$ cat config.mk
export PLATFORM = sky130hd
export DESIGN_NAME = ep_dual_bank_mgr
export DESIGN_NICKNAME = d
export VERILOG_FILES = /design/src/rtl/ep_bank_pkg.sv /design/src/rtl/ep_flag_bank.sv /design/src/rtl/ep_bank_queue.sv /design/src/rtl/ep_dual_bank_mgr.sv
export SDC_FILE = /design/constraint.sdc
export NUM_CORES = 1
export LEC_CHECK = 0
export BUFFER_PORTS_ARGS = -buffer_cell sky130_fd_sc_hd__buf_4
export CAP_MARGIN = 0
export CELL_PAD_IN_SITES_DETAIL_PLACEMENT = 1
export CELL_PAD_IN_SITES_GLOBAL_PLACEMENT = 1
export CORE_MARGIN = 1.5
export CORE_UTILIZATION = 25
export CTS_CLUSTER_SIZE = 24
export DETAILED_ROUTE_END_ITERATION = 10
export GPL_ROUTABILITY_DRIVEN = 1
export PLACE_DENSITY = 0.57
export SLEW_MARGIN = 20
export SYNTH_ARGS = -nofsm -noshare
export SYNTH_HDL_FRONTEND = slang
export SYNTH_SLANG_ARGS = --single-unit
$ cat constraint.sdc
create_clock -name clk -period 3.15 [get_ports clk]
set_input_delay 0.4725 -clock clk [delete_from_list [all_inputs] [get_ports clk]]
set_output_delay 0.4725 -clock clk [all_outputs]
set_load 0.01 [all_outputs]
$ cat src/rtl/ep_bank_pkg.sv
package ep_bank_pkg;

   localparam int FLG_W   = 4;
   localparam int FLG_TX  = 0;
   localparam int FLG_RX  = 1;
   localparam int FLG_UND = 2;
   localparam int FLG_CRC = 3;

   typedef logic [FLG_W-1:0] flag_vec_t;

endpackage

$ cat src/rtl/ep_flag_bank.sv
module ep_flag_bank
   import ep_bank_pkg::*;
(
   input  logic      clk,
   input  logic      rst_n,
   input  logic      ep_reset,
   input  flag_vec_t set_evt,
   input  flag_vec_t clr,
   input  flag_vec_t en,
   output flag_vec_t flags,
   output logic      irq
);

   flag_vec_t flags_q;

   always_ff @(posedge clk or negedge rst_n) begin
      if (!rst_n)        flags_q <= '0;
      else if (ep_reset) flags_q <= '0;
      else               flags_q <= (flags_q & ~clr) | set_evt;
   end

   assign flags = flags_q;
   assign irq   = |(flags_q & en);

   for (genvar i = 0; i < FLG_W; i++) begin : g_chk
      // a flag holds until its clear bit is written
      p_sticky_r11: assert property (@(posedge clk) disable iff (!rst_n)
         (flags_q[i] && !clr[i] && !ep_reset) |=> flags_q[i]);
      // a clear without a simultaneous set drops the flag
      p_clear_r11: assert property (@(posedge clk) disable iff (!rst_n)
         (clr[i] && !set_evt[i] && !ep_reset) |=> !flags_q[i]);
   end

endmodule

$ cat src/rtl/ep_bank_queue.sv
module ep_bank_queue
   import ep_bank_pkg::*;
#(
   parameter int NUM_BANKS = 2,
   parameter int MAX_PKT   = 64,
   parameter int LEN_W     = 7
) (
   input  logic             clk,
   input  logic             rst_n,
   input  logic             ep_reset,
   input  logic             dir_in,
   input  logic             iso,
   input  logic             byte_stb,
   input  logic             release_req,
   input  logic             kill_req,
   input  logic             bus_done,
   input  logic             bus_rx,
   input  logic [LEN_W-1:0] bus_rx_len,
   input  logic             bus_crc_ok,
   output logic [1:0]       busy,
   output logic             cpu_ptr,
   output logic             head_ptr,
   output logic [LEN_W-1:0] cpu_cnt,
   output logic [LEN_W-1:0] head_len,
   output logic             rwal,
   output logic             kill_pend,
   output flag_vec_t        events
);

   localparam logic [1:0]       NB   = 2'(NUM_BANKS);
   localparam logic [LEN_W-1:0] MAXL = LEN_W'(MAX_PKT);

   logic [1:0]       n_q, n1, n_next;
   logic             hd_q, hd_inc, tail_ptr;
   logic [LEN_W-1:0] cnt_q;
   logic [LEN_W-1:0] len_q [NUM_BANKS];
   logic             kill_q, armed_q;
   logic             done_eff, kill_eff, rel_in, rel_out, land, drop, adv;
   logic             avail_now, avail_next;

   // pointer arithmetic depends on the bank count
   if (NUM_BANKS == 2) begin : g_two
      assign tail_ptr = hd_q ^ n_q[0];
      assign hd_inc   = ~hd_q;
   end else begin : g_one
      assign tail_ptr = 1'b0;
      assign hd_inc   = 1'b0;
   end

   always_comb begin
      head_len = '0;
      for (int b = 0; b < NUM_BANKS; b++)
         if (hd_q == 1'(b)) head_len = len_q[b];
   end

   // transmit side
   assign done_eff = dir_in & bus_done & (n_q != 2'd0);
   assign n1       = n_q - {1'b0, done_eff};
   assign kill_eff = dir_in & kill_q & (n1 != 2'd0);
   assign rel_in   = dir_in & release_req & ~kill_q & (n_q < NB);
   // receive side
   assign land     = ~dir_in & bus_rx & (n_q < NB);
   assign drop     = ~dir_in & bus_rx & (n_q == NB);
   assign rel_out  = ~dir_in & release_req & (n_q != 2'd0);

   assign n_next = n1 - {1'b0, kill_eff} + {1'b0, rel_in}
                 + {1'b0, land} - {1'b0, rel_out};
   assign adv    = done_eff | rel_out;

   assign rwal = dir_in ? ((n_q < NB) && (cnt_q < MAXL))
                        : ((n_q != 2'd0) && (cnt_q < head_len));

   assign avail_now  = (n_q < NB);
   assign avail_next = (n_next < NB);

   always_comb begin
      events          = '0;
      events[FLG_TX]  = dir_in & (~armed_q | (avail_next & (~avail_now | rel_in)));
      events[FLG_RX]  = land | (rel_out & (n_next != 2'd0));
      events[FLG_UND] = iso & ((dir_in & bus_done & (n_q == 2'd0)) | drop);
      events[FLG_CRC] = iso & land & ~bus_crc_ok;
   end

   always_ff @(posedge clk or negedge rst_n) begin
      if (!rst_n) begin
         n_q     <= '0;
         hd_q    <= 1'b0;
         cnt_q   <= '0;
         kill_q  <= 1'b0;
         armed_q <= 1'b0;
         for (int b = 0; b < NUM_BANKS; b++) len_q[b] <= '0;
      end else if (ep_reset) begin
         n_q     <= '0;
         hd_q    <= 1'b0;
         cnt_q   <= '0;
         kill_q  <= 1'b0;
         armed_q <= 1'b0;
         for (int b = 0; b < NUM_BANKS; b++) len_q[b] <= '0;
      end else begin
         n_q     <= n_next;
         armed_q <= 1'b1;
         kill_q  <= kill_req & dir_in;
         if (adv) hd_q <= hd_inc;
         if (rel_in | kill_eff | rel_out) cnt_q <= '0;
         else if (byte_stb & rwal)        cnt_q <= cnt_q + 1'b1;
         for (int b = 0; b < NUM_BANKS; b++) begin
            if (tail_ptr == 1'(b)) begin
               if (rel_in)    len_q[b] <= cnt_q;
               else if (land) len_q[b] <= bus_rx_len;
            end
         end
      end
   end

   assign busy      = n_q;
   assign head_ptr  = hd_q;
   assign cpu_ptr   = dir_in ? tail_ptr : hd_q;
   assign cpu_cnt   = cnt_q;
   assign kill_pend = kill_q;

   // never more committed banks than exist
   p_busy_bound_r3: assert property (@(posedge clk) disable iff (!rst_n)
      n_q <= NB);
   // release with every bank busy changes nothing
   p_full_release_r3: assert property (@(posedge clk) disable iff (!rst_n)
      (dir_in && release_req && n_q == NB && !bus_done && !kill_q && !ep_reset)
      |=> n_q == NB);
   // a pending kill with a busy bank drops exactly one
   p_kill_drop_r6: assert property (@(posedge clk) disable iff (!rst_n)
      (dir_in && kill_q && n_q != 2'd0 && !bus_done && !ep_reset)
      |=> n_q == $past(n_q) - 2'd1);
   // endpoint reset empties the ring
   p_ep_reset_r1: assert property (@(posedge clk) disable iff (!rst_n)
      ep_reset |=> (n_q == 2'd0 && cnt_q == '0 && !kill_q));
   // a packet arriving into full banks is dropped
   p_out_drop_r8: assert property (@(posedge clk) disable iff (!rst_n)
      (!dir_in && bus_rx && n_q == NB && !release_req && !ep_reset)
      |=> (n_q == NB && $stable(head_len)));
   // a processor read without permission has no effect
   p_no_cpu_read_r10: assert property (@(posedge clk) disable iff (!rst_n)
      (!dir_in && byte_stb && !rwal && !release_req && !ep_reset)
      |=> $stable(cnt_q));

endmodule

$ cat src/rtl/ep_dual_bank_mgr.sv
module ep_dual_bank_mgr
   import ep_bank_pkg::*;
#(
   parameter int NUM_BANKS = 2,
   parameter int MAX_PKT   = 64,
   parameter int LEN_W     = $clog2(MAX_PKT + 1)
) (
   input  logic             clk,
   input  logic             rst_n,
   input  logic             ep_reset,
   input  logic             cfg_dir_in,
   input  logic             cfg_iso,
   input  logic             cpu_byte_stb,
   input  logic             cpu_release,
   input  logic             cpu_kill,
   input  logic [3:0]       flag_clr,
   input  logic [3:0]       irq_en,
   input  logic             bus_in_done,
   input  logic             bus_rx_valid,
   input  logic [LEN_W-1:0] bus_rx_len,
   input  logic             bus_rx_crc_ok,
   output logic [3:0]       flags,
   output logic             irq,
   output logic [1:0]       busy_banks,
   output logic             cpu_bank,
   output logic [LEN_W-1:0] cpu_byte_cnt,
   output logic             rw_allowed,
   output logic             kill_pending,
   output logic             head_bank,
   output logic [LEN_W-1:0] head_len
);

   localparam logic [1:0] NB = 2'(NUM_BANKS);

   if (NUM_BANKS < 1 || NUM_BANKS > 2) begin : g_bad_banks
      $error("NUM_BANKS must be 1 or 2");
   end
   if (LEN_W < $clog2(MAX_PKT + 1)) begin : g_bad_len
      $error("LEN_W too narrow for MAX_PKT");
   end
   if (MAX_PKT < 1) begin : g_bad_pkt
      $error("MAX_PKT must be positive");
   end

   flag_vec_t evt;

   ep_bank_queue #(
      .NUM_BANKS (NUM_BANKS),
      .MAX_PKT   (MAX_PKT),
      .LEN_W     (LEN_W)
   ) u_queue (
      .clk         (clk),
      .rst_n       (rst_n),
      .ep_reset    (ep_reset),
      .dir_in      (cfg_dir_in),
      .iso         (cfg_iso),
      .byte_stb    (cpu_byte_stb),
      .release_req (cpu_release),
      .kill_req    (cpu_kill),
      .bus_done    (bus_in_done),
      .bus_rx      (bus_rx_valid),
      .bus_rx_len  (bus_rx_len),
      .bus_crc_ok  (bus_rx_crc_ok),
      .busy        (busy_banks),
      .cpu_ptr     (cpu_bank),
      .head_ptr    (head_bank),
      .cpu_cnt     (cpu_byte_cnt),
      .head_len    (head_len),
      .rwal        (rw_allowed),
      .kill_pend   (kill_pending),
      .events      (evt)
   );

   ep_flag_bank u_flags (
      .clk      (clk),
      .rst_n    (rst_n),
      .ep_reset (ep_reset),
      .set_evt  (evt),
      .clr      (flag_clr),
      .en       (irq_en),
      .flags    (flags),
      .irq      (irq)
   );

   // isochronous read of an empty IN bank flags underflow
   p_in_underflow_r7: assert property (@(posedge clk) disable iff (!rst_n)
      (cfg_dir_in && cfg_iso && bus_in_done && busy_banks == 2'd0 && !ep_reset)
      |=> flags[FLG_UND]);
   // a CRC failure still raises the receive flag
   p_crc_keeps_rx_r9: assert property (@(posedge clk) disable iff (!rst_n)
      (!cfg_dir_in && cfg_iso && bus_rx_valid && busy_banks < NB
       && !bus_rx_crc_ok && !ep_reset)
      |=> (flags[FLG_CRC] && flags[FLG_RX]));
   // a release leaving a bank free re-arms transmit-ready at once
   p_tx_rearm_r2: assert property (@(posedge clk) disable iff (!rst_n)
      (cfg_dir_in && cpu_release && !kill_pending && !ep_reset
       && busy_banks + 2'd1 < NB) |=> flags[FLG_TX]);

endmodule

After elaboration in Yosys (flattened, before gate mapping)
Index checks and enable logic that the tools add are counted.
{"block": "op_classes", "addsub": 6, "magnitude_cmp": 4, "eq_ne": 2, "muxes": 17, "bitwise_logic": 39, "reduce_logical": 13}
{"operator": "7-bit two-way mux", "count": 8}
{"operator": "1-bit AND", "count": 21}
{"operator": "14-bit two-way mux", "count": 1}
{"operator": "2-bit nonzero test", "count": 5}
{"operator": "4-bit AND", "count": 2}
{"operator": "7-bit by 1-bit adder with 7-bit output (second input constant)", "count": 1}
{"operator": "7-bit less-than comparator", "count": 1}
{"operator": "7-bit less-than comparator (second input constant)", "count": 1}
{"operator": "1-bit OR", "count": 7}
{"operator": "1-bit two-way mux", "count": 6}
{"operator": "1-bit inverter", "count": 6}
{"operator": "3-bit nonzero test", "count": 2}
{"operator": "2-bit by 1-bit subtractor with 2-bit output", "count": 3}
{"operator": "2-bit by 1-bit adder with 2-bit output", "count": 2}
{"operator": "2-bit less-than comparator (second input constant)", "count": 2}
{"operator": "4-bit two-way mux", "count": 1}
{"operator": "4-bit inverter", "count": 1}
{"operator": "4-bit OR", "count": 1}
{"operator": "2-bit AND reduction", "count": 2}
{"operator": "4-bit OR reduction", "count": 1}
{"operator": "2-bit equality test (second input constant)", "count": 1}
{"operator": "1-bit logical AND", "count": 2}
{"operator": "2-bit logical NOT", "count": 1}
{"operator": "2-bit two-way mux", "count": 1}
{"operator": "2 further kinds", "count": 2}
{"block": "totals", "register_bits": 30, "output_inout_bits": 25, "word_cells": 89}

Longest topological paths before layout
Gate-level depths: netlist of the first run.
{"block": "logic_depth", "ltp_word": 15, "depth_mapped": 14, "depth_no_buf": 13}

Hierarchy
A second synthesis of the first run with hierarchy kept.
{"block": "unflattened", "cells_unflattened": 189, "hier_area_um2": 1908.1}
{"module": "ep_bank_queue", "instances": 1, "cells_each": 170, "area_each_um2": 1729.2, "seq_area_each_um2": 650.6}
{"module": "ep_flag_bank", "instances": 1, "cells_each": 19, "area_each_um2": 178.9, "seq_area_each_um2": 100.1}

Worst setup path after synthesis of the first run
OpenSTA, ideal clock, no wires.
{"block": "synth_path", "path_kind": "reg2reg", "from": "register u_queue.n_q[1], in the netlist u_queue.busy[1]", "to": "register u_flags.flags_q[1], in the netlist u_flags.flags[1]", "setup_time_ns": 0.082, "t_arrival_ns": 3.001, "required_time_ns": 3.068, "setup_slack_ns": 0.066, "path_stages_with_launch": 14, "synth_period_minus_slack_ns": 3.084, "path_cell_list": "dfrtp_1 > clkbuf_2 > inv_1 > a21oi_1 > ha_1 > inv_1 > o211ai_1 > fa_1 > inv_1 > fa_1 > xnor3_1 > xnor2_1 > a21o_1 > a31oi_1"}
{"block": "synth_via", "elab_chain_cells": 14, "elab_cells_between_ends": 18, "classes_between": "add/sub: 5; order compare: 1; mux: 1; bitwise: 8; reduce/logical: 3"}
{"item": "start: declaration", "line_no": "ep_bank_queue.sv:33", "text": "logic [1:0] n_q, n1, n_next;"}
{"item": "start signal: assignment", "line_no": "ep_bank_queue.sv:100", "text": "n_q <= n_next;"}
{"item": "2-bit nonzero test", "line_no": "ep_bank_queue.sv:57, ep_bank_queue.sv:64"}
{"item": "1-bit AND", "line_no": "ep_bank_queue.sv:57", "text": "assign done_eff = dir_in & bus_done & (n_q != 2'd0);"}
{"item": "2-bit by 1-bit subtractor with 2-bit output", "line_no": "ep_bank_queue.sv:58", "text": "assign n1 = n_q - {1'b0, done_eff};"}
{"item": "2-bit nonzero test", "line_no": "ep_bank_queue.sv:59", "text": "assign kill_eff = dir_in & kill_q & (n1 != 2'd0);"}
{"item": "1-bit AND", "line_no": "ep_bank_queue.sv:59"}
{"item": "2-bit by 1-bit subtractor with 2-bit output", "line_no": "ep_bank_queue.sv:66", "text": "assign n_next = n1 - {1'b0, kill_eff} + {1'b0, rel_in}"}
{"item": "2-bit by 1-bit adder with 2-bit output", "line_no": "ep_bank_queue.sv:66"}
{"item": "2-bit by 1-bit adder with 2-bit output", "line_no": "ep_bank_queue.sv:67", "text": "+ {1'b0, land} - {1'b0, rel_out};"}
{"item": "2-bit by 1-bit subtractor with 2-bit output", "line_no": "ep_bank_queue.sv:67"}
{"item": "2-bit nonzero test", "line_no": "ep_bank_queue.sv:79", "text": "events[FLG_RX] = land | (rel_out & (n_next != 2'd0));"}
{"item": "1-bit AND", "line_no": "ep_bank_queue.sv:79"}
{"item": "1-bit OR (*)", "line_no": "ep_bank_queue.sv:79"}
{"item": "4-bit OR (*)", "line_no": "ep_flag_bank.sv:19", "text": "else flags_q <= (flags_q & ~clr) | set_evt;"}
{"item": "4-bit two-way mux (*)", "line_no": "ep_flag_bank.sv:18", "text": "else if (ep_reset) flags_q <= '0;"}
{"item": "end signal: assignment", "line_no": "ep_flag_bank.sv:19"}
{"item": "end: declaration", "line_no": "ep_flag_bank.sv:14", "text": "flag_vec_t flags_q;"}
Every way passes the cells marked *; elsewhere a longest branch is shown, timed or not.
A chain may end at the register's enable or synchronous reset.

Worst setup path after layout of the first run
{"block": "layout_path", "from": "register u_queue.n_q[1], in the netlist u_queue.busy[1]", "to": "register u_flags.flags_q[0], in the netlist u_flags.flags[0]"}
{"block": "layout_via", "elab_chain_cells": 15, "elab_cells_between_ends": 21, "classes_between": "add/sub: 5; order compare: 2; mux: 1; bitwise: 11; reduce/logical: 2"}
{"item": "2-bit nonzero test", "line_no": "ep_bank_queue.sv:57, ep_bank_queue.sv:64"}
{"item": "1-bit AND", "line_no": "ep_bank_queue.sv:57"}
{"item": "2-bit by 1-bit subtractor with 2-bit output", "line_no": "ep_bank_queue.sv:58"}
{"item": "2-bit nonzero test", "line_no": "ep_bank_queue.sv:59"}
{"item": "1-bit AND", "line_no": "ep_bank_queue.sv:59"}
{"item": "2-bit by 1-bit subtractor with 2-bit output", "line_no": "ep_bank_queue.sv:66"}
{"item": "2-bit by 1-bit adder with 2-bit output", "line_no": "ep_bank_queue.sv:66"}
{"item": "2-bit by 1-bit adder with 2-bit output", "line_no": "ep_bank_queue.sv:67"}
{"item": "2-bit by 1-bit subtractor with 2-bit output", "line_no": "ep_bank_queue.sv:67"}
{"item": "2-bit less-than comparator", "line_no": "ep_bank_queue.sv:74", "text": "assign avail_next = (n_next < NB);"}
{"item": "1-bit AND (*)", "line_no": "ep_bank_queue.sv:78", "text": "events[FLG_TX] = dir_in & (~armed_q | (avail_next & (~avail_now | rel_in)));"}
{"item": "1-bit OR (*)", "line_no": "ep_bank_queue.sv:78"}
{"item": "1-bit AND (*)", "line_no": "ep_bank_queue.sv:78"}
{"item": "4-bit OR (*)", "line_no": "ep_flag_bank.sv:19"}
{"item": "4-bit two-way mux (*)", "line_no": "ep_flag_bank.sv:18"}
Marked as above.

==> results of run 1 <==
worst max-delay path, cell delays in order (launching register included):
cell and delay, ps:
sky130_fd_sc_hd__dfrtp_1 400, sky130_fd_sc_hd__inv_1 80, sky130_fd_sc_hd__a21oi_2 130, sky130_fd_sc_hd__ha_1 250, sky130_fd_sc_hd__inv_1 60, sky130_fd_sc_hd__o211ai_1 130, sky130_fd_sc_hd__fa_1 530, sky130_fd_sc_hd__inv_1 50
sky130_fd_sc_hd__fa_1 360, sky130_fd_sc_hd__xnor3_1 270, sky130_fd_sc_hd__mux2i_1 190, sky130_fd_sc_hd__a21oi_1 80, sky130_fd_sc_hd__a21oi_1 110, sky130_fd_sc_hd__nor2_1 50
power by group through the flow:
stage                     logic [mW]  registers [mW]  clock network, mW
after CTS                      0.784           0.498              0.406
after floorplan                0.477           0.504                  0
after global placement         0.774           0.503                  0
after global routing           0.864           0.506              0.422
final                          0.778           0.497              0.390
after detailed placement       0.778           0.505                  0
worst max path at each step:
stage / startpoint / to / depth (start not counted)
2_1_floorplan: u_queue.busy[1]$_DFF_PN0_ / u_flags.flags[1]$_DFF_PN0_ / 13
3_5_place_dp: cfg_dir_in / u_flags.flags[1]$_DFF_PN0_ / 13
4_1_cts: u_queue.busy[1]$_DFF_PN0_ / u_flags.flags[1]$_DFF_PN0_ / 12
6_report: u_queue.busy[1]$_DFF_PN0_ / u_flags.flags[0]$_DFF_PN0_ / 13
5_1_grt: u_queue.busy[1]$_DFF_PN0_ / u_flags.flags[0]$_DFF_PN0_ / 13
3_3_place_gp: cfg_dir_in / u_flags.flags[1]$_DFF_PN0_ / 13
what timing repair did:
| item | in CTS | in global routing |
|---|---|---|
| setup buffers | 0 | 1 |
| resized for setup | 0 | 1 |
| endpoints found under the setup margin | 0 | 2 |
area by class of cell:
cell class                      count  area [sq um]  share of cell area, %
Clock buffer                        5         68.82                  2.764
Clock inverter                      3         40.04                  1.608
Inverter                           17         65.06                  2.613
Multi-Input combinational cell    129         983.4                  39.50
Sequential cell                    30         750.7                  30.15
Tap cell                           99         123.9                  4.975
Timing Repair Buffer               61         457.9                  18.39
metrics by stage:
| step | std cells | area [sq um] | TNS (ps) | hold WS [ps] |
|---|---|---|---|---|
| floorplan | 182 | 1836 | 0 | 176.9 |
| global placement | 335 | 2370 | 0 | 438.9 |
| detailed placement | 335 | 2370 | -6.887 | 441.3 |
| CTS | 343 | 2479 | 0 | 124.5 |
| global route | 344 | 2490 | 0 | 134.5 |
| finish | 344 | 2490 | 0 | 122.0 |
state kept, by name (all words and copies together), names as in the netlist:
signal / cells
u_queue.len_q: 14
u_queue.armed_q: 1
u_flags.flags: 4
u_queue.busy: 2
u_queue.cpu_cnt: 7
u_queue.kill_pend: 1
u_queue.head_ptr: 1
layer usage:
metal	track usage, %	vias to the layer above	share of wire, %
li1	-	763	-
met1	17.90	761	46
met2	24.10	45	47
met3	3.638	7	6.0
met4	5.256	0	1.5
met5	0	-	0
cells by family (layout without fill, tap and decap cells):
| kind of cell | count (synthesis) | after routing | share of synthesized area [%] |
|---|---|---|---|
| AND/OR/NAND/NOR | 53 | 53 | 15.00 |
| AO/OA/AOI/OAI | 37 | 37 | 13.57 |
| adder cells (fa/ha/maj) | 10 | 10 | 7.635 |
| buffers and inverters | 23 | 86 | 5.725 |
| flip-flops | 30 | 30 | 40.90 |
| XOR/XNOR | 6 | 6 | 3.613 |
| multiplexers | 23 | 23 | 13.57 |
placed cells by master, fill, tap and decap left out, drive strengths merged, types with 3 or more instances in the layout:
cell type	count
mux2i	8
mux2	15
clkinv	3
nor2	9
a21oi	19
dfrtp	30
inv	16
ha	8
nand2	20
or3	4
o21ai	3
nor3b	3
clkbuf	5
buf	61
or4	3
nand2b	3
nand3	4
xnor2	3
==> metrics, run 1 <==
sequential area share after synthesis 40.90%; quantity of hold-fixing buffers added after cts 0; post-route ant nets 0; Chip Width 88.69 um; type of origin of the critical path register; vias post-DR around 1,600; later-pin clock latency in the skew report approximately 290 ps; critical path class reg -> reg; top cell types by occurrence after synthesis sky130_fd_sc_hd__dfrtp_1 (30), sky130_fd_sc_hd__nand2_1 (19), sky130_fd_sc_hd__a21oi_1 (18), sky130_fd_sc_hd__inv_1 (15), sky130_fd_sc_hd__nor2_1 (9); Worst-Margin Slew between 600 and 700 ps; number of maximum-capacitance constraint violations 0; switching part of the total a little over a third; top cells by area in the synthesized netlist sky130_fd_sc_hd__dfrtp_1 (41%), sky130_fd_sc_hd__ha_1 (5.5%), sky130_fd_sc_hd__a21oi_1 (4.9%); TritonCTS clock tree built; largest net degree at the start of global routing 31; global-route wire length before repair roughly 8.4 mm; boundary pin count 51; worst rel slew slack between 50 and 60%; number of cells on the worst reg-to-reg path 13; flip-flop cell with the highest count after synthesis sky130_fd_sc_hd__dfrtp_1; Critical R2R Launch u_queue.busy[1]$_DFF_PN0_; RePlAce Congestion ~0.8; worst IR drop on VDD roughly 0.00022 V; initial detailed-routing violation count 35; combinational share of power 46.7%; Layout Area Growth over Synthesis 35.65%; die span in y 88.69 um; number of antenna violations at the first check in global routing 0; Cells after Synth ~180; final core area utilization a little over a third; clock buffer count from CTS 5; sequential share of power 29.8%; final clock skew 6.414 ps; outcome complete, no violations; Power, Total between 1.5 and 2 mW; power per cell area between 600 and 700 mW/mm^2; post-synth cell types 45; Mapped Avg Cell Area between 10 and 15 sq um; end of the worst register-to-register path u_flags.flags[0]$_DFF_PN0_; final worst path period need between 2000 and 3000 ps; number of register bits inferred by synthesis 30; final wirelength 5.132 mm; largest fanout of any net on the critical path 4; placement row count 31; most frequent cell after synthesis sky130_fd_sc_hd__dfrtp_1; mapped cell area 0.001836 sq mm; area share of the largest cell type after synthesis 40.90%; buffers added on ports 50; count of nets after finishing 280; via count normalized by instance count approximately 4.6; share of final-layout standard cells stronger than drive strength 1 35.92%; cell taking the most area after synthesis sky130_fd_sc_hd__dfrtp_1; highest clock rate 355.3 MHz; count of synthesis-stage warnings from yosys 0; unrepaired setup endpoints after global routing no; starting density of the core 25.58%; clock share of power between 20% and 30%; clock slew seen by the registers of the worst setup and hold paths around 70 ps; worst path arrival time just under 3000 ps; Placeable Area roughly 0.007 sq mm; share of synthesized registers carrying an async set or reset between 90% and 100%; DPL Wire Length between 3 and 4 mm; ratio of final minimum period to clock period approximately 89%; total DRC errors in the routed layout 0; aggregate global routing overflow 0; number of inserted diodes 0; clock root buffer sky130_fd_sc_hd__clkbuf_8; required time reported for the critical path endpoint around 3300 ps; kind of end point of the critical path register; post-synthesis net count between 200 and 250; average wire per cell in the routed design between 10 and 15 um; class of the worst hold path in -> async; post-layout worst setup margin 335.1 ps; final count of hold timing violations 0; max-slew violation count 0; count of clock tree sinks 30; number of buffers on the longest clock path 2; DP Worst Slack -6.887 ps; number of levels in the clock H-tree 2; r2r setup slk 340 ps; Leakage Power 1.258 nW; die outline area ~0.008 sq mm; via count of the first global-routing pass approximately 1,700; count of flip-flops with a built-in enable after synthesis 0; length of the first detailed-routing pass in iterations 3; switching power of the nets 594.9 uW; number of filler cells placed in the layout around 840; number of failing setup endpoints in the final timing report 0; Overall Global Routing Usage around 14%; cell-internal power 1.070 mW
Note: power is estimated with default switching activity, not from simulation.
==> run 2: changes to the inputs <==
Settings changed: PLACE_DENSITY 0.57 to 0.56, SYNTH_HIERARCHICAL set to 1.
==> metrics, run 2 <==
outcome complete, no violations; number of filler cells placed in the layout around 860; type of origin of the critical path register; crit path capture u_flags/flags[0]$_DFF_PN0_; number of maximum-capacitance constraint violations 0; die outline area 0.008166 sq mm; switching part of the total between 30% and 40%; later-pin clock latency in the skew report approximately 280 ps; kind of end point of the critical path register; Cells after Synth 189; clock slew seen by the registers of the worst setup and hold paths approximately 70 ps; r2r setup slk between 200 and 250 ps; die span in y around 90 um; vias post-DR about 1,600; most frequent cells in the layout sky130_fd_sc_hd__buf_4 (60), sky130_fd_sc_hd__dfrtp_1 (30), sky130_fd_sc_hd__nand2_1 (25); number of register bits inferred by synthesis 30; met2 usage 21.59%; average wire per cell in the routed design 14.72 um; worst rel slew slack about two thirds; non-filler cells, final 350; met3 layer usage reported by global route around 1.8%; TritonCTS clock tree built; number of failing setup endpoints in the final timing report 0; count of clock tree sinks 30; switching power of the nets approximately 620 uW; Mapped Avg Cell Area 10.10 sq um; most congested layer reported by global routing met2; boundary pin count 51; max reg flops 14; post-route ant nets 0; ratio of final minimum period to clock period between 90% and 100%; worst setup path start u_queue/busy[0]$_DFF_PN0_; most frequent cell after synthesis sky130_fd_sc_hd__dfrtp_1; cell-internal power about 1.1 mW; final wirelength 5.152 mm; worst IR drop on VDD between 0.00015 and 0.0002 V; Layout Area Growth over Synthesis 33.31%; largest reg by FF count u_queue/len_q; post-synthesis net count about 230; length of the first detailed-routing pass in iterations 4; count of nets after finishing ~290; cell taking the most area after synthesis sky130_fd_sc_hd__dfrtp_1; buffers added on ports 50; number of buffers on the longest clock path 2; critical path class reg -> reg; mapped cell area approximately 0.0019 sq mm; highest clock rate 341.8 MHz; Chip Width about 90 um; aggregate global routing overflow 0; clock root buffer sky130_fd_sc_hd__clkbuf_8; largest net degree at the start of global routing 31; final worst path period need 2926 ps; initial detailed-routing violation count 38; Placeable Area around 0.0073 sq mm; number of inserted diodes 0; sequential area share after synthesis 39.34%; top cells by area in the synthesized netlist sky130_fd_sc_hd__dfrtp_1 (39%), sky130_fd_sc_hd__mux2_2 (8.3%), sky130_fd_sc_hd__ha_1 (5.2%); aggregate negative setup slack 0 ps; number of antenna violations at the first check in global routing 0; Overall Global Routing Usage between 10% and 20%; number of cells on the worst reg-to-reg path 13; largest fanout of any net on the critical path 3; DP Worst Slack 4.025 ps; end of the worst register-to-register path u_flags/flags[0]$_DFF_PN0_; global-route wire length before repair ~8.6 mm; starting density of the core 26.03%; number of levels in the clock H-tree 2; post-synth cell types between 40 and 50; via count normalized by instance count between 4 and 5; clock buffer count from CTS 5; final count of hold timing violations 0; placement row count 31; leading cell type in the layout, fill and taps excluded sky130_fd_sc_hd__buf_4; sequential share of power 28.6%; top cell types by occurrence after synthesis sky130_fd_sc_hd__dfrtp_1 (30), sky130_fd_sc_hd__nand2_1 (25), sky130_fd_sc_hd__inv_1 (16), sky130_fd_sc_hd__a21oi_1 (14), sky130_fd_sc_hd__mux2_2 (14); quantity of hold-fixing buffers added after cts 0; via count of the first global-routing pass roughly 1,700; M1 GR Usage between 10% and 20%; Critical R2R Launch u_queue/busy[0]$_DFF_PN0_; Worst-Margin Slew roughly 470 ps; placed cell count 341; unrepaired setup endpoints after global routing no; post-layout worst setup margin approximately 220 ps; final clock skew 8.342 ps; power per cell area around 680 mW/mm^2; flip-flop cell with the highest count after synthesis sky130_fd_sc_hd__dfrtp_1; required time reported for the critical path endpoint ~3400 ps; final core area utilization about a third; worst path arrival time between 3000 and 4000 ps; combinational share of power approximately half; class of the worst hold path in -> async; count of synthesis-stage warnings from yosys 6; total DRC errors in the routed layout 0; RePlAce Congestion between 0.7 and 0.8; area share of the largest cell type after synthesis roughly two fifths; count of flip-flops with a built-in enable after synthesis 0; share of synthesized registers carrying an async set or reset between 90% and 100%; Leakage Power between 1 and 1.5 nW; DPL Wire Length 3.940 mm; max-slew violation count 0; clock share of power around 22%; share of final-layout standard cells stronger than drive strength 1 37.45%
run 2: final cells by class:
class / count / area, sq um / area share (%)
multi-input combinational: 136 / 1046 / 41.12
sequential: 30 / 750.7 / 29.51
timing repair buffer: 60 / 450.4 / 17.71
tap: 99 / 123.9 / 4.870
clock buffer: 5 / 68.82 / 2.705
inverter: 17 / 63.81 / 2.509
clock inverter: 3 / 40.04 / 1.574
run 2: worst min path at each step:
| stage | end | slack [ps] |
|---|---|---|
| after global routing | u_flags/flags[0]$_DFF_PN0_ | 140 |
| after CTS | u_flags/flags[0]$_DFF_PN0_ | 130 |
| after global placement | u_flags/flags[0]$_DFF_PN0_ | 440 |
| final | u_flags/flags[0]$_DFF_PN0_ | 110 |
| after detailed placement | u_flags/flags[0]$_DFF_PN0_ | 440 |
| after floorplan | u_flags/flags[0]$_DFF_PN0_ | 180 |
run 2: critical path, cell delays in order, from the launching register on:
cell                       delay [ps]
sky130_fd_sc_hd__dfrtp_1          390
sky130_fd_sc_hd__nor2_2           130
sky130_fd_sc_hd__nor2_1            70
sky130_fd_sc_hd__ha_1             270
sky130_fd_sc_hd__inv_1             60
sky130_fd_sc_hd__o211ai_1         230
sky130_fd_sc_hd__fa_1             480
sky130_fd_sc_hd__fa_1             420
sky130_fd_sc_hd__xor2_1           180
sky130_fd_sc_hd__xnor2_1          210
sky130_fd_sc_hd__o21ai_1          100
sky130_fd_sc_hd__a21oi_1          140
sky130_fd_sc_hd__inv_1             60
sky130_fd_sc_hd__a21oi_1          110
run 2: logic make-up after synthesis:
logic type               count (synthesis)  share of synthesized area, %
flip-flops                              30                         39.34
adder cells (fa/ha/maj)                 10                         7.345
AO/OA/AOI/OAI                           37                         15.34
AND/OR/NAND/NOR                         60                         16.07
multiplexers                            22                         12.72
XOR/XNOR                                 7                         3.213
buffers and inverters                   23                         5.967
run 2: metrics by stage:
step           hold WS [ps]  area [sq um]  power [mW]
5_1_grt               144.5          2544       1.870
4_1_cts               127.9          2534       1.745
3_5_place_dp          435.6          2425       1.353
6_report              114.5          2544       1.732
2_1_floorplan         176.9          1908       1.022
3_3_place_gp          440.2          2425       1.342
run 2: repair_timing:
item                                    in CTS  in global routing
resized for setup                            0                  2
endpoints found under the setup margin       0                  2
setup buffers                                0                  1
run 2: power groups by stage:
stage	Combinational, mW	Sequential, mW	Clock, mW
4_1_cts	0.854	0.494	0.397
5_1_grt	0.949	0.506	0.415
2_1_floorplan	0.516	0.507	0
6_report	0.854	0.496	0.382
3_5_place_dp	0.852	0.501	0
3_3_place_gp	0.842	0.499	0
run 2: metal layers:
metal	vias to the layer above	share of wire (%)
met1	779	49
met3	5	2.2
met5	-	0
li1	781	-
met2	23	48
met4	0	1.2
==> run 3: changes to the inputs <==
--- a/config.mk
+++ b/config.mk
@@ -16,4 +16,5 @@
 export GPL_ROUTABILITY_DRIVEN = 1
 export PLACE_DENSITY = 0.56
+export RECOVER_POWER = 100
 export SLEW_MARGIN = 20
 export SYNTH_ARGS = -nofsm -noshare
==> constraint.sdc (replaced) <==
create_clock -name clk -period 3.15 [get_ports clk]
set_input_delay 0.4725 -clock clk [delete_from_list [all_inputs] [get_ports clk]]
set_output_delay 0.4725 -clock clk [all_outputs]
set_load 0.005 [all_outputs]
==> metrics, run 3 (same netlist as run 2, synthesis figures left out) <==
outcome finished with violations; violated checks capacitance limit, slew limit; combined area of the multi-input logic cells between 0.001 and 0.0015 sq mm; via count normalized by instance count about 4.6; total DRC errors in the routed layout 0; clock root buffer sky130_fd_sc_hd__clkbuf_8; switching part of the total ~35%; type of origin of the critical path register; DP Worst Slack about 4.0 ps; final worst path period need roughly 2900 ps; quantity of hold-fixing buffers added after cts 0; count of clock tree sinks 30; number of antenna violations at the first check in global routing 0; switching power of the nets 579.4 uW; worst rel slew slack -12.08%; Worst-Margin Slew between 1500 and 2000 ps; clock share of power 22.8%; power per cell area 666.2 mW/mm^2; length of the first detailed-routing pass in iterations 4; RePlAce Congestion 0.7586; vias post-DR 1,594; clock buffer count from CTS 5; critical path class reg -> reg; ratio of final minimum period to clock period 93.17%; placement row count 31; worst hold path depth 4; Critical R2R Launch u_queue/busy[0]$_DFF_PN0_; Layout Area Growth over Synthesis 31.80%; WHS Endpoint u_flags/flags[3]$_DFF_PN0_; cell-internal power about 1.1 mW; storage element area between 700 and 800 sq um; leading cell type in the layout, fill and taps excluded sky130_fd_sc_hd__buf_4; share of final-layout standard cells stronger than drive strength 1 35.46%; r2r setup slk 220 ps; Placeable Area approximately 0.0073 sq mm; final wirelength 5.151 mm; boundary pin count 51; end of the worst register-to-register path u_flags/flags[0]$_DFF_PN0_; Overall Global Routing Usage 13.28%; number of filler cells placed in the layout 858; buffers added on ports 50; TritonCTS clock tree built; unrepaired setup endpoints after global routing no; post-route ant nets 0; number of failing setup endpoints in the final timing report 0; number of inserted diodes 0; most frequent cells in the layout sky130_fd_sc_hd__buf_4 (45), sky130_fd_sc_hd__dfrtp_1 (30), sky130_fd_sc_hd__nand2_1 (25); sequential share of power just under 30%; aggregate global routing overflow 0; final count of hold timing violations 0; kind of end point of the critical path register; number of cells on the worst reg-to-reg path 13; max reg flops 14; post-layout worst setup margin between 200 and 250 ps; number of levels in the clock H-tree 2; average wire per cell in the routed design around 15 um; initial detailed-routing violation count 42; count of nets after finishing approximately 290; die span in y between 90 and 100 um; number of buffers on the longest clock path 2; aggregate negative setup slack 0 ps; largest net degree at the start of global routing 31; Leakage Power around 1.2 nW; largest reg by FF count u_queue/len_q; class of the worst hold path in -> reg; combinational share of power 47.7%; global-route wire length before repair 8.631 mm; DPL Wire Length around 3.9 mm; largest fanout of any net on the critical path 3; Chip Width between 90 and 100 um; required time reported for the critical path endpoint 3350 ps; worst path arrival time between 3000 and 4000 ps; number of maximum-capacitance constraint violations 1; clock slew seen by the registers of the worst setup and hold paths 70 ps; via count of the first global-routing pass 1,674; worst IR drop on VDD around 0.00016 V; die outline area a little over 0.008 sq mm; final clock skew slightly above 8 ps; later-pin clock latency in the skew report around 280 ps; beginning of the worst hold path bus_rx_crc_ok; highest clock rate approximately 340 MHz; max-slew violation count 31; starting density of the core between 20% and 30%
run 3: cell type report:
class / count / share of cell area, %
multi-input combinational: 136 / 40.90
timing repair buffer: 60 / 17.46
inverter: 17 / 2.537
clock inverter: 3 / 1.592
sequential: 30 / 29.85
clock buffer: 5 / 2.736
tap: 99 / 4.925
run 3: critical path, cell delays in order (launching register included):
cell and delay, ps:
sky130_fd_sc_hd__dfrtp_1 390, sky130_fd_sc_hd__nor2_2 130, sky130_fd_sc_hd__nor2_1 70, sky130_fd_sc_hd__ha_1 270, sky130_fd_sc_hd__inv_1 60, sky130_fd_sc_hd__o211ai_1 230, sky130_fd_sc_hd__fa_1 480, sky130_fd_sc_hd__fa_1 420
sky130_fd_sc_hd__xor2_1 180, sky130_fd_sc_hd__xnor2_1 210, sky130_fd_sc_hd__o21ai_1 100, sky130_fd_sc_hd__a21oi_1 150, sky130_fd_sc_hd__inv_1 60, sky130_fd_sc_hd__a21oi_1 110
run 3: power groups by stage:
stage	clock [mW]	combinational, mW	sequential, mW
CTS	0.397	0.824	0.494
finish	0.381	0.799	0.495
global placement	0	0.812	0.499
detailed placement	0	0.822	0.501
global route	0.415	0.892	0.506
floorplan	0	0.497	0.496
run 3: per-stage QoR:
step | hold slack [ps] | std cells | power [mW] | util [%] | cell area (sq um)
floorplan | 176.9 | 189 | 0.9937 | - | 1908
global placement | 440.2 | 341 | 1.311 | 33.08 | 2425
detailed placement | 435.6 | 341 | 1.323 | 33.08 | 2425
CTS | 127.9 | 349 | 1.715 | 34.56 | 2534
global route | 443.6 | 350 | 1.813 | 34.31 | 2515
finish | 449.1 | 350 | 1.675 | 34.31 | 2515
run 3: how the worst max path moves through the flow:
| stage | depth (start not counted) | slack [ps] | end | from |
|---|---|---|---|---|
| after global placement | 14 | 100 | u_flags/flags[0]$_DFF_PN0_ | cfg_dir_in |
| after global routing | 13 | 9 | u_flags/flags[0]$_DFF_PN0_ | u_queue/busy[0]$_DFF_PN0_ |
| after detailed placement | 14 | 4 | u_flags/flags[0]$_DFF_PN0_ | cfg_dir_in |
| after floorplan | 14 | 70 | u_flags/flags[0]$_DFF_PN0_ | u_queue/busy[1]$_DFF_PN0_ |
| final | 13 | 220 | u_flags/flags[0]$_DFF_PN0_ | u_queue/busy[0]$_DFF_PN0_ |
| after CTS | 13 | 100 | u_flags/flags[0]$_DFF_PN0_ | u_queue/busy[1]$_DFF_PN0_ |
run 3: metal layers:
layer,vias up,track usage (%),routed length (um)
met2,21,21.59,2469
met4,0,4.762,47
met1,790,17.96,2543
met5,-,0,0
li1,781,-,-
met3,2,1.768,89
run 3: timing repair:
action                                  4_1_cts  5_1_grt
gates resized for setup                       0        2
buffers inserted                              0        1
endpoints found under the setup margin        0        2
endpoints found under the hold margin         0        0
